===== config.mk =====
export PLATFORM = sky130hd
export DESIGN_NAME = npcu_top
export DESIGN_NICKNAME = d
export VERILOG_FILES = /design/src/rtl/npcu_pkg.sv /design/src/rtl/npcu_ctrl.sv /design/src/rtl/npcu_dpath.sv /design/src/rtl/npcu_top.sv
export SDC_FILE = /design/constraint.sdc
export NUM_CORES = 1
export LEC_CHECK = 0
export CAP_MARGIN = 40
export CORE_ASPECT_RATIO = 1.1
export CORE_MARGIN = 1
export CORE_UTILIZATION = 35
export CTS_CLUSTER_DIAMETER = 50
export CTS_CLUSTER_SIZE = 8
export DETAILED_ROUTE_END_ITERATION = 7
export DONT_BUFFER_PORTS = 1
export PLACE_DENSITY_LB_ADDON = 0.2
export RECOVER_POWER = 100
export SLEW_MARGIN = 20
export SYNTH_ARGS = -nofsm -noshare
export SYNTH_HDL_FRONTEND = slang
export SYNTH_HIERARCHICAL = 1
export SYNTH_SLANG_ARGS = --single-unit
export TNS_END_PERCENT = 1

===== constraint.sdc =====
create_clock -name clk -period 4.4 [get_ports clk]
set_clock_uncertainty 0.1 [all_clocks]
set_input_delay 0 -clock clk [delete_from_list [all_inputs] [get_ports clk]]
set_output_delay 0 -clock clk [all_outputs]
set_load 0.005 [all_outputs]

===== src/rtl/npcu_pkg.sv =====
package npcu_pkg;
  localparam int OPC_W = 6;

  localparam logic [OPC_W-1:0] OP_BRLT = 6'd24;
  localparam logic [OPC_W-1:0] OP_BRLE = 6'd25;
  localparam logic [OPC_W-1:0] OP_BREQ = 6'd26;
  localparam logic [OPC_W-1:0] OP_JMP  = 6'd27;
  localparam logic [OPC_W-1:0] OP_JAL  = 6'd28;
  localparam logic [OPC_W-1:0] OP_BRNE = 6'd29;
  localparam logic [OPC_W-1:0] OP_DBNZ = 6'd30;
  localparam logic [OPC_W-1:0] OP_EI   = 6'd48;
  localparam logic [OPC_W-1:0] OP_DI   = 6'd49;
  localparam logic [OPC_W-1:0] OP_SI   = 6'd50;
  localparam logic [OPC_W-1:0] OP_RETI = 6'd51;

  // strobes from decode to the datapath
  typedef struct packed {
    logic branch;    // schedule a pending target
    logic useReg;    // target is srcA, else pc-relative
    logic linkWe;    // write return address
    logic linkPlus8; // return address pc+8, else pc+4
    logic trap;      // system-call pulse
    logic ieSet;
    logic ieClr;
  } npcStrobes_t;
endpackage


===== src/rtl/npcu_ctrl.sv =====
module npcu_ctrl
  import npcu_pkg::*;
#(
  parameter int XLEN = 32
) (
  input  logic            stepValid,
  input  logic            slotBusy,
  input  logic [6:0]      opField,   // instruction bits 31:25
  input  logic [XLEN-1:0] srcA,
  input  logic [XLEN-1:0] srcB,
  output npcStrobes_t     strb
);
  logic [OPC_W-1:0] opc;
  logic isCtl, xferOk, aLtB, aEqB, aZero;

  assign opc    = opField[OPC_W-1:0];
  assign isCtl  = stepValid && !opField[6];
  assign xferOk = isCtl && !slotBusy;
  assign aLtB   = srcA < srcB;
  assign aEqB   = srcA == srcB;
  assign aZero  = srcA == '0;

  always_comb begin
    strb = '0;
    if (isCtl) begin
      case (opc)
        OP_BRLT: strb.branch = xferOk && aLtB;
        OP_BRLE: strb.branch = xferOk && (aLtB || aEqB);
        OP_BREQ: strb.branch = xferOk && aEqB;
        OP_BRNE: strb.branch = xferOk && !aEqB;
        OP_DBNZ: strb.branch = xferOk && !aZero;
        OP_JMP:  strb.branch = xferOk;
        OP_JAL: begin
          if (xferOk && aZero) begin
            strb.trap = 1'b1;
          end else if (xferOk) begin
            strb.branch    = 1'b1;
            strb.useReg    = 1'b1;
            strb.linkWe    = 1'b1;
            strb.linkPlus8 = 1'b1;
          end
        end
        OP_RETI: begin
          strb.branch = xferOk;
          strb.useReg = xferOk;
          strb.ieSet  = xferOk;
        end
        OP_EI: strb.ieSet = 1'b1;
        OP_DI: strb.ieClr = 1'b1;
        OP_SI: begin
          strb.linkWe = 1'b1;
          strb.trap   = 1'b1;
        end
        default: strb = '0;
      endcase
    end
  end
endmodule


===== src/rtl/npcu_dpath.sv =====
module npcu_dpath
  import npcu_pkg::*;
#(
  parameter int XLEN = 32,
  parameter int IMMW = 16
) (
  input  logic            clk,
  input  logic            rstN,
  input  logic            stepValid,
  input  npcStrobes_t     strb,
  input  logic [IMMW-1:0] offset,
  input  logic [XLEN-1:0] srcA,
  output logic [XLEN-1:0] pcQ,
  output logic [XLEN-1:0] nextPc,
  output logic [XLEN-1:0] linkData,
  output logic            pendValid,
  output logic            ieQ
);
  localparam int EXTW = XLEN - IMMW;

  logic [XLEN-1:0] pendTarget, relTarget, brTarget, seqPc;

  assign seqPc     = pcQ + XLEN'(4);
  assign relTarget = pcQ + {{EXTW{offset[IMMW-1]}}, offset};
  assign brTarget  = strb.useReg ? srcA : relTarget;
  assign nextPc    = pendValid ? pendTarget : seqPc;
  assign linkData  = strb.linkPlus8 ? pcQ + XLEN'(8) : seqPc;

  always_ff @(posedge clk or negedge rstN) begin
    if (!rstN) begin
      pcQ        <= '0;
      pendValid  <= 1'b0;
      pendTarget <= '0;
      ieQ        <= 1'b0;
    end else if (stepValid) begin
      pcQ       <= nextPc;
      pendValid <= strb.branch;
      if (strb.branch) pendTarget <= brTarget;
      if (strb.ieSet)      ieQ <= 1'b1;
      else if (strb.ieClr) ieQ <= 1'b0;
    end
  end
endmodule


===== src/rtl/npcu_top.sv =====
module npcu_top
  import npcu_pkg::*;
#(
  parameter int XLEN = 32
) (
  input  logic            clk,
  input  logic            rstN,
  input  logic            stepValid,
  input  logic [31:0]     instr,
  input  logic [XLEN-1:0] srcA,
  input  logic [XLEN-1:0] srcB,
  output logic [XLEN-1:0] pcQ,
  output logic [XLEN-1:0] nextPc,
  output logic            linkWe,
  output logic [3:0]      linkIdx,
  output logic [XLEN-1:0] linkData,
  output logic            intEnable,
  output logic            trapPulse
);
  npcStrobes_t strb;
  logic pendValid;
  logic unusedInstr;

  assign unusedInstr = ^{instr[24:16], instr[11:0]};

  npcu_ctrl #(.XLEN(XLEN)) ctrl_i (
    .stepValid(stepValid),
    .slotBusy (pendValid),
    .opField  (instr[31:25]),
    .srcA     (srcA),
    .srcB     (srcB),
    .strb     (strb)
  );

  npcu_dpath #(.XLEN(XLEN), .IMMW(16)) dpath_i (
    .clk      (clk),
    .rstN     (rstN),
    .stepValid(stepValid),
    .strb     (strb),
    .offset   (instr[15:0]),
    .srcA     (srcA),
    .pcQ      (pcQ),
    .nextPc   (nextPc),
    .linkData (linkData),
    .pendValid(pendValid),
    .ieQ      (intEnable)
  );

  assign linkWe    = strb.linkWe;
  assign linkIdx   = instr[15:12];
  assign trapPulse = strb.trap;
endmodule


* Word level (Yosys, flattened, before mapping)
Index checks and enable logic that the tools add are counted.
** Storage, ports and cells
- Bits of input ports :: 99
- Logic and storage cells :: 54
- Register bits after elaboration :: 66
- Output and inout bits :: 103
** Operators by class
- Reductions and logical operators :: 18
- Multiplexer cells :: 16
- Order comparisons :: 1
- Equality and inequality tests :: 12
- $add $sub $neg :: 3
** Operators with widths (count)
- 2-to-1 mux 32 bit :: 3
- equality test 6 x 5 -> 1 bit (second input constant) :: 7
- adder 32 x 3 -> 32 bit (second input constant) :: 1
- adder 32 bit :: 1
- adder 32 x 4 -> 32 bit (second input constant) :: 1
- equality test 32 bit :: 1
- zero test 32 bit :: 1
- less-than comparator 32 bit :: 1
- equality test 6 bit (second input constant) :: 4
- logical AND 1 bit :: 8
- 2-to-1 mux 4 bit :: 2
- case mux 1 bit (2 select lines) :: 4
- 2-to-1 mux 7 bit :: 1
- case mux 1 bit (7 select lines) :: 1
- 2-to-1 mux 1 bit :: 5
- zero test 1 bit :: 4
- AND reduction 2 bit :: 2
- nonzero test 2 bit :: 1
- OR reduction 2 bit :: 1
- logical OR 1 bit :: 1

* Logic depth before layout (Yosys ltp)
- Depth after elaboration :: 9
- Gate-level depth with buffers :: 14

* Hierarchy
The synthesis kept the hierarchy.
** Modules (own cells, without submodules)
- npcu_dpath :: area each 6118.4 µm², instances 1, sequential area each 1651.6 µm², cells each 772
- npcu_ctrl :: area each 1088.5 µm², instances 1, sequential area each 0.0 µm², cells each 156
- npcu_top :: area each 30.0 µm², instances 1, sequential area each 0.0 µm², cells each 4

* Worst setup path before layout
No wires, ideal clock.
- Kind :: reg-to-output
- From :: register dpath_i.pendValid
- To :: output port linkData[31]
- Cell stages (with the launch flop) :: 13
- Required time :: 4300 ps
- Data arrival time :: 2958 ps
- Slack :: 1342 ps
- Cell sequence :: dfrtp_1 > nor2_1 > nand4_2 > or3b_4 > or3_4 > inv_1 > buf_2 > nor2_1 > nor4_4 > nand3_2 > or2_4 > or3_4 > xnor2_2
** RTL lines
- from (decl) :: RTL line npcu_dpath.sv:16 : output logic pendValid,
- from (signal assigned) :: RTL line npcu_dpath.sv:37 : pendValid <= strb.branch;
- to (decl) :: RTL line npcu_top.sv:16 : output logic [XLEN-1:0] linkData,

==> results.toml <==
[run_status]
status = "complete, but fails checks"
violations = "DRC"

[synthesis]
yosys_warnings = 6
netlist_area_sq_um = 7240
synth_cell_types = 71
synth_nets = 1097
synth_compound_area_frac = 0.210
synthArstFlopShare = 1.00
ys_top_cells_by_area = "dfrtp_1 23%, ha_1 11%, xor2_1 5.8%"
synth_top_family_by_area = "simple AND/OR/NAND/NOR gates"
netlist_instances = 932
synth_top_area_cell = "dfrtp_1"
ys.flop_type = "dfrtp_1"
synth_edf_count = 0
yosys.area_share.simple = 0.218
yosysMostFrequentCell = "nand2_1"
synthAdderAreaFrac = 0.115
seq_area_frac_synth = 0.228
yosys.area_share.xor_xnor = 0.103
synth_top_area_share = 0.228
syn_area_per_cell_sq_um = 7.76
synth_common_cells = "110 x nand2_1, 78 x a21oi_1, 71 x nor2_1, 71 x o21ai_0, 66 x dfrtp_1"
synthMuxAreaShare = 0.0624
ys_ff_latch = 66

[floorplan]
core_sq_um = 20100
die_w_um = 139
rows = 54
die_area_sq_um = 21300
io_pins = 202
die_h_um = 153
initial_utilization = 0.361

[power_and_ir_drop]
power_density_nw_per_um2 = 419
seq_power_share = 0.349
peakVddDrop_mv = 0.294
intPower_mw = 1.92
combPwrFrac = 0.439
sw_frac_of_total = 0.434
finalPower_mw = 3.39
pwr-share-clk = 0.212
switchingPower_mw = 1.47
p_leak_nw = 3.59

[hold_path]
holdCritPathClass = "input port to flip-flop"

[worst_setup_path]
slowest_delay_ns = 0.47
crit_top_cell = "nor2_1"
crit_buf_inv = 1
critical_path.cell_chain = "nor2_1, nand4_1, or3b_1, or3_4, inv_1, nor2_1, nor4_4, nand3_2, or2_0, or3_1, xnor2_2"
cp-start-kind = "flip-flop"
worstPathArrival_ns = 3.93
required_ns = 4.30
worst-path-max-fanout = 6
endpoint_kind = "output port"
cp_slowest_cell = "nor4_4"
critPathTopFamily = "simple AND/OR/NAND/NOR gates"
crit_type = "flip-flop to output port"

[timing]
slew_headroom = 0.409
fin_setup_tns_ns = 0
fmax_ghz = 0.248
rsz0062_at_grt = "false"
finalHoldViolCount = 0
finalCritPeriodShare = 0.916
hold_ws_ns = 0.00325
slew_violations = 0
period_minus_slack_ns = 4.03
setup_viol = 0
worstMarginPinSlew_ns = 0.875
setup_slack_ns = 0.368

[final_layout]
layout.nets = 1101
finalInstanceArea_sq_um = 8090
drive_above_1_share = 0.0595
utilization = 0.403
syn2layout_area_growth_pct = 11.8
antenna_cells = 0
finalNonFillerCells = 1193

[global_routing]
grt_antenna_before_repair = 0
grt.overflow.total = 0
grtUsageTotal = 0.225
grt_pass1_vias = 6626
grt_max_degree = 70
grt_pass1_wl_um = 37300

[detailed_routing]
detail_route.wirelength_um = 23800
firstDrtPassIters = 8
viasPerCell = 5.66
drc_errors = 6
final_antenna_net_count = 0
num_vias = 6753
drtIter0Drc = 367
wire_per_inst_um = 20.0

[placement]
pre_cts_ws_ns = 0.824
place_area_sq_um = 7330
gp_congestion = 0.886
io_buffer_count = 0
dp_hpwl_um = 18200
dp_cells = 1127

[clocking]
clkLatencyLatePin_ns = 0.35
clkTransAtPathRegs_ns = 0.05
cts_tree = "done"
clk_path_buf_depth = 2
post_cts_resized = 0
root_buffer = "clkbuf_16"
htreeDepth = 3
cts_setup_buffers = 0
ctsHoldBuffers = 50
clock_sinks = 66
cts_buffers = 9

[job]
drv_cap = 0
## power by group through the flow
stage | clock [mW] | sequential, mW | combinational [mW]
after floorplan | 0 | 0.975 | 1.27
after global placement | 0 | 1.20 | 1.40
after detailed placement | 0 | 1.20 | 1.41
after CTS | 0.738 | 1.19 | 1.51
after global routing | 0.759 | 1.22 | 1.69
final | 0.720 | 1.18 | 1.49
## tightest hold or removal path, stage by stage
cell and delay (ns):
ha_1 0.19, xor2_1 0.08, o21ai_0 0.13
## flip-flops by register name, indices dropped and copies added (netlist names)
register            flops
dpath_i/pendValid       1
dpath_i/pendTarget     32
dpath_i/ieQ             1
dpath_i/pcQ            32
## per-layer routing
metal,up-vias,share of wire,global-route usage
met5,-,0,0
met4,0,0.016,0.0582
met3,19,0.055,0.0576
met2,189,0.51,0.409
met1,3192,0.42,0.262
li1,3353,-,-
## final cells by class
cell class              count  area, sq um
repair buffers             57          584
multi-input cells         756         5080
clock buffers              10          229
well taps                 252          315
fillers                  2101        12000
flip-flops and latches     66         1650
clock inverters             6         57.6
inverters                  46          173
## final timing paths
path                                       start                      to  slack [ns]  cells after the start
max in group asynchronous                   rstN       dpath_i/pendValid        3.76                      2
hold / removal                         instr[13]  dpath_i/pendTarget[13]       0.003                      3
setup reg to reg                  dpath_i/pcQ[8]  dpath_i/pendTarget[31]        0.64                      8
min in group asynchronous                   rstN         dpath_i/pcQ[16]        0.11                      2
hold reg to reg            dpath_i/pendTarget[2]   dpath_i/pendTarget[2]        0.39                      2
setup / recovery               dpath_i/pendValid            linkData[31]        0.37                     11
## kinds of logic (layout without fill, tap and decap cells)
kind of cell | Yosys count | count (layout)
AND/OR/NAND/NOR | 316 | 316
AO/OA/AOI/OAI | 250 | 250
buffers and inverters | 110 | 119
multiplexers | 41 | 41
XOR/XNOR | 83 | 83
flip-flops | 66 | 66
adder cells (fa/ha/maj) | 66 | 66
## layout by cell type (no fill, tap or decap), types with 16 or more instances in the layout
| cell type | instances |
|---|---|
| dlygate4sd3_1 | 48 |
| nand4_1 | 24 |
| and3_1 | 16 |
| nor3_1 | 17 |
| o21ai_0 | 73 |
| nand3_1 | 27 |
| nand2_1 | 110 |
| xor2_1 | 48 |
| mux2_2 | 19 |
| a21oi_1 | 78 |
| xnor2_1 | 33 |
| inv_1 | 46 |
| ha_1 | 65 |
| nor2_1 | 71 |
| dfrtp_1 | 65 |
Note: power is estimated with default switching activity, not from simulation.
